### src/rtl/interval_timer.sv
module interval_timer (
  input  logic        clk,
  input  logic        rst_n,
  input  logic        tick_us,
  input  logic        wr_en,
  input  logic        rd_en,
  input  logic [1:0]  addr,
  input  logic [31:0] wdata,
  output logic [31:0] rdata,
  output logic        irq
);
  localparam int B_ERR = 31, B_DONE = 7, B_IE = 6, B_STEP = 5, B_LOAD = 4, B_RUN = 0;

  logic [31:0] cnt, reload, n_cnt;
  logic done, err, ie, run;
  logic n_done, n_err, n_ie, n_run, n_irq, wrap;

  wire wr_ctl    = wr_en && addr == 2'd0;
  wire wr_reload = wr_en && addr == 2'd2;

  always_comb begin
    n_cnt = cnt; n_done = done; n_err = err; n_ie = ie; n_run = run; n_irq = irq; wrap = 1'b0;
    if (wr_ctl) begin
      n_done = done & ~wdata[B_DONE];
      n_err  = err & ~wdata[B_ERR];
      n_ie   = wdata[B_IE];
      n_run  = wdata[B_RUN];
      if (wdata[B_LOAD]) n_cnt = reload;
      if (wdata[B_STEP] && !wdata[B_RUN]) begin
        if (&n_cnt) begin wrap = 1'b1; n_cnt = reload; end
        else n_cnt = n_cnt + 32'd1;
      end
      if (wrap) begin
        if (n_done) n_err = 1'b1; else n_done = 1'b1;
      end
      n_irq = (n_done && n_ie) ? (irq | (wrap && n_ie)) : 1'b0;
    end else if (run && tick_us) begin
      if (&cnt) begin
        n_cnt = reload;
        if (done) n_err = 1'b1; else n_done = 1'b1;
        n_irq = ie;
      end else n_cnt = cnt + 32'd1;
    end
  end

  always_ff @(posedge clk) begin
    if (!rst_n) begin
      cnt <= '0; reload <= '0; done <= 1'b0; err <= 1'b0;
      ie <= 1'b0; run <= 1'b0; irq <= 1'b0;
    end else begin
      cnt <= n_cnt; done <= n_done; err <= n_err;
      ie <= n_ie; run <= n_run; irq <= n_irq;
      if (wr_reload) reload <= wdata;
    end
  end

  always_comb begin
    rdata = '0;
    if (rd_en)
      case (addr)
        2'd0: rdata = {err, 23'd0, done, ie, 5'd0, run};
        2'd1: rdata = cnt;
        2'd2: rdata = reload;
        default: rdata = '0;
      endcase
  end

  a_r10_irq_needs_flags: assert property (@(posedge clk) disable iff (!rst_n)
    irq |-> (done && ie));
  a_r3_count_advance: assert property (@(posedge clk) disable iff (!rst_n)
    (run && tick_us && !wr_ctl && !(&cnt)) |=> cnt == $past(cnt) + 32'd1);
  a_r4_wrap_reload: assert property (@(posedge clk) disable iff (!rst_n)
    (run && tick_us && !wr_ctl && (&cnt)) |=> (cnt == $past(reload) && done));
  a_r9_frozen: assert property (@(posedge clk) disable iff (!rst_n)
    (!run && !wr_ctl) |=> $stable(cnt));
  a_r6_err_sticky: assert property (@(posedge clk) disable iff (!rst_n)
    (err && !(wr_ctl && wdata[B_ERR])) |=> err);
endmodule

### config.mk
export PLATFORM = sky130hd
export DESIGN_NAME = interval_timer
export DESIGN_NICKNAME = d
export VERILOG_FILES = /design/src/rtl/interval_timer.sv
export SDC_FILE = /design/constraint.sdc
export NUM_CORES = 1
export LEC_CHECK = 0
export CORE_MARGIN = 2
export CORE_UTILIZATION = 58
export DETAILED_ROUTE_END_ITERATION = 16
export PLACE_DENSITY_LB_ADDON = 0.05
export SETUP_SLACK_MARGIN = 0.5
export SLEW_MARGIN = 20
export SYNTH_ARGS = -nofsm -noshare
export SYNTH_HDL_FRONTEND = slang
export SYNTH_SLANG_ARGS = --single-unit
export TNS_END_PERCENT = 5
### constraint.sdc
create_clock -name clk -period 4 [get_ports clk]
set_input_delay 0.4 -clock clk [delete_from_list [all_inputs] [get_ports clk]]
set_output_delay 0.4 -clock clk [all_outputs]
set_load 0.05 [all_outputs]
==> results.json <==
{
  "status": "finished, final reports clean",
  "endpoint_kind": "flip-flop",
  "holdWs_ns": 0.5147,
  "rr_endpoint": "cnt[17]",
  "power.density_nw_per_um2": 251.9,
  "syn-num-nets": 948,
  "clock.fmax_ghz": 0.3079,
  "fillerInstances": 873,
  "skew_ns": 0.01066,
  "antenna_found_initial": 0,
  "syn_area_um2": 6191,
  "cts-root-buf": "clkbuf_8",
  "io_pins": 72,
  "cp_top_family": "simple AND/OR/NAND/NOR gates",
  "fin_cells": 1068,
  "grt_pass1_vias": 6953,
  "leakage_nw": 2.273,
  "ys_seq_elements": 69,
  "min_from": "irq",
  "synth_edf_count": 0,
  "path_clk_slew_ns": 0.08,
  "drt_iter0_markers": 1089,
  "critPathKind": "flip-flop to flip-flop",
  "synth_seq_area_share_pct": 22.31,
  "path_cells": "ha_1 > nand3_1 > nor3_2 > nand4_1 > buf_4 > nand4_1 > o21ai_0 > a211oi_1 > a211o_1",
  "startpoint_type": "flip-flop",
  "viasPerCell": 7.029,
  "crit_required_ns": 4.31,
  "path_max_fanout": 19,
  "cp.arrival_ns": 3.56,
  "crit_buf_inv": 1,
  "cts_tree": "yes",
  "finalSetupTns_ns": 0,
  "drv_slew": 0,
  "die_w_um": 107.3,
  "min_to": "irq",
  "grt_pass1_wl_um": 36880,
  "ys_types": 78,
  "core_um2": 10320,
  "power.internal_mw": 1.296,
  "total_power_mw": 1.808,
  "post-route-util_pct": 69.53,
  "track_usage_pct": 41.13,
  "slowest_stage": "nor3_2",
  "drive_above_1_share_pct": 8.691,
  "r2r_setup_slack_ns": 0.75,
  "place_inst": 1052,
  "r2r_cells": 9,
  "grt_max_degree": 45,
  "rsz0062_at_grt": "false",
  "clk_path_buf_depth": 2,
  "max_stage_delay_ns": 0.65,
  "cts_setup_buffers": 0,
  "ctsHtreeMaxLevel": 3,
  "drc": 0,
  "wl_per_cell_um": 22.11,
  "cts_sinks": 69,
  "gr-total-overflow": 0,
  "drv_cap": 0,
  "hpwl_um": 16140,
  "async_flop_share_pct": 0,
  "p_sw_uw": 512.3,
  "min_period_ns": 3.248,
  "cts_hold_buf": 0,
  "min_period_over_period_pct": 81.20,
  "die_area_um2": 11520,
  "ir_drop_mv": 0.1958,
  "holdPathStages": 2,
  "firstDrtPassIters": 7,
  "n_antenna_cell": 0,
  "die_y_um": 107.3,
  "p_sw_share_pct": 28.34,
  "port_buffers": 71,
  "rows": 37,
  "ys_warn_count": 0,
  "gp_congestion": 1.002,
  "min_path_type": "flip-flop to flip-flop",
  "setup_violations": 0,
  "worst_pin_slew_ns": 0.8276,
  "cts_resized": 0,
  "ant_nets": 0,
  "hold_violations": 0,
  "critPathLaunch": "cnt[0]",
  "syn_inst": 907,
  "area_growth_pct": 15.95,
  "worstReg2RegStart": "cnt[0]",
  "syn_area_per_cell_um2": 6.826,
  "vias": 7507,
  "relSlewSlack_pct": 44.53,
  "clock_latency_ns": 0.38,
  "p_comb_share_pct": 14.8,
  "start_util_pct": 59.97,
  "p_seq_share_pct": 41.7,
  "nets": 968,
  "crit_path_frequent_cell": "nand4_1",
  "wirelength_um": 23610,
  "cts_buffers": 9,
  "clockPowerShare_pct": 43.5,
  "ys.flop_type": "dfxtp_1"
}
## placed cells by master (no fill, tap or decap), types with 5 or more instances in the layout
cell type          n
and3_1            11
mux2i_1           23
nand3_1           44
o21ai_1           10
and2_1             8
o211ai_1          10
buf_4             31
o21ai_0           53
nand2_1          149
and4_1             5
xnor2_1            8
o22ai_1            9
a31oi_1            8
nor2b_1           34
or3_1              5
dfxtp_1           69
mux2_2            11
a221oi_1           5
a21oi_1           84
nand2b_1           7
clkbuf_8           9
inv_1             17
nand4_1           23
a311oi_1           5
nor2_1            53
a211oi_1          15
nor3_1            22
a22oi_1           30
a221o_1            7
clkdlybuf4s50_1   70
## sequential cells by signal (all words and copies together), names as in the netlist
signal  flops
cnt        32
ie          1
irq         1
done        1
run         1
reload     32
err         1
## cell usage after synthesis, types with 7 or more instances
cell type,n,share of area [%]
a221o_1,7,1.1
inv_1,17,1.0
nand2b_1,7,0.71
nand4_1,23,2.3
xnor2_1,8,1.1
clkbuf_1,58,3.5
and3_1,11,1.1
mux2_2,11,2.0
o211ai_1,10,1.2
nor2_1,53,3.2
nand2_1,150,9.1
buf_2,23,1.9
a31oi_1,8,0.81
a22oi_1,30,3.6
a211oi_1,15,1.8
dfxtp_1,69,22
o21ai_1,10,0.81
o22ai_1,9,0.91
o21ai_0,53,4.3
nor3_1,22,1.8
a21oi_1,84,6.8
mux2i_1,23,3.7
nor2b_1,36,3.6
nand3_1,44,3.6
and2_1,8,0.81
## area by class of cell
cell class | count | area, µm² | share of cell area [%]
sequential | 69 | 1381 | 19.24
clock buffer | 10 | 127.6 | 1.778
inverter | 18 | 67.56 | 0.9413
tap | 136 | 170.2 | 2.371
clock inverter | 6 | 133.9 | 1.865
timing repair buffer | 103 | 958.4 | 13.35
multi-input combinational | 726 | 4339 | 60.45
## layer usage
metal	wire length (µm)	part of all wire (%)	GRT usage, %	up-vias
met5	0	0	0	-
met4	1171	5.0	23.56	0
met3	2725	12	7.567	139
met2	10780	46	64.01	550
met1	8933	38	53.18	3454
li1	-	-	-	3364
## cells by family after synthesis
group | Yosys count | synth area share (%)
fa+ha+maj | 2 | 0.4041
buf+inv | 112 | 7.720
xor+xnor | 11 | 1.556
compound gates | 287 | 30.56
mux | 34 | 5.719
flops | 69 | 22.31
simple gates | 392 | 31.73
## per-stage QoR
step | setup WS (ns) | instance area, µm²
2_1_floorplan | 0.5233 | 6191
3_3_place_gp | 0.7729 | 6914
3_5_place_dp | 0.6816 | 6914
4_1_cts | 0.8273 | 7176
5_1_grt | 0.6877 | 7178
6_report | 0.7522 | 7178
## tightest hold or removal path: cells and delay by family, from the launching register on
| kind | cells | cell delay, ns |
|---|---|---|
| compound gates | 1 | 0.06 |
| flops | 1 | 0.35 |
| simple gates | 1 | 0.06 |
## worst max-delay path by stage
stage / endpoint / slack, ns / cells after the start
6_report: cnt[17] / 0.75 / 9
5_1_grt: rdata[21] / 0.69 / 6
4_1_cts: rdata[21] / 0.83 / 6
3_5_place_dp: cnt[9] / 0.68 / 10
3_3_place_gp: cnt[9] / 0.77 / 10
2_1_floorplan: cnt[31] / 0.52 / 15
## power by group through the flow
stage	sequential (mW)	combinational [mW]	clock, mW
finish	0.755	0.267	0.786
global route	0.757	0.285	0.815
CTS	0.752	0.260	0.783
detailed placement	0.768	0.258	0
global placement	0.768	0.251	0
floorplan	0.739	0.178	0
No activity file was read; power rests on OpenSTA's default activity.
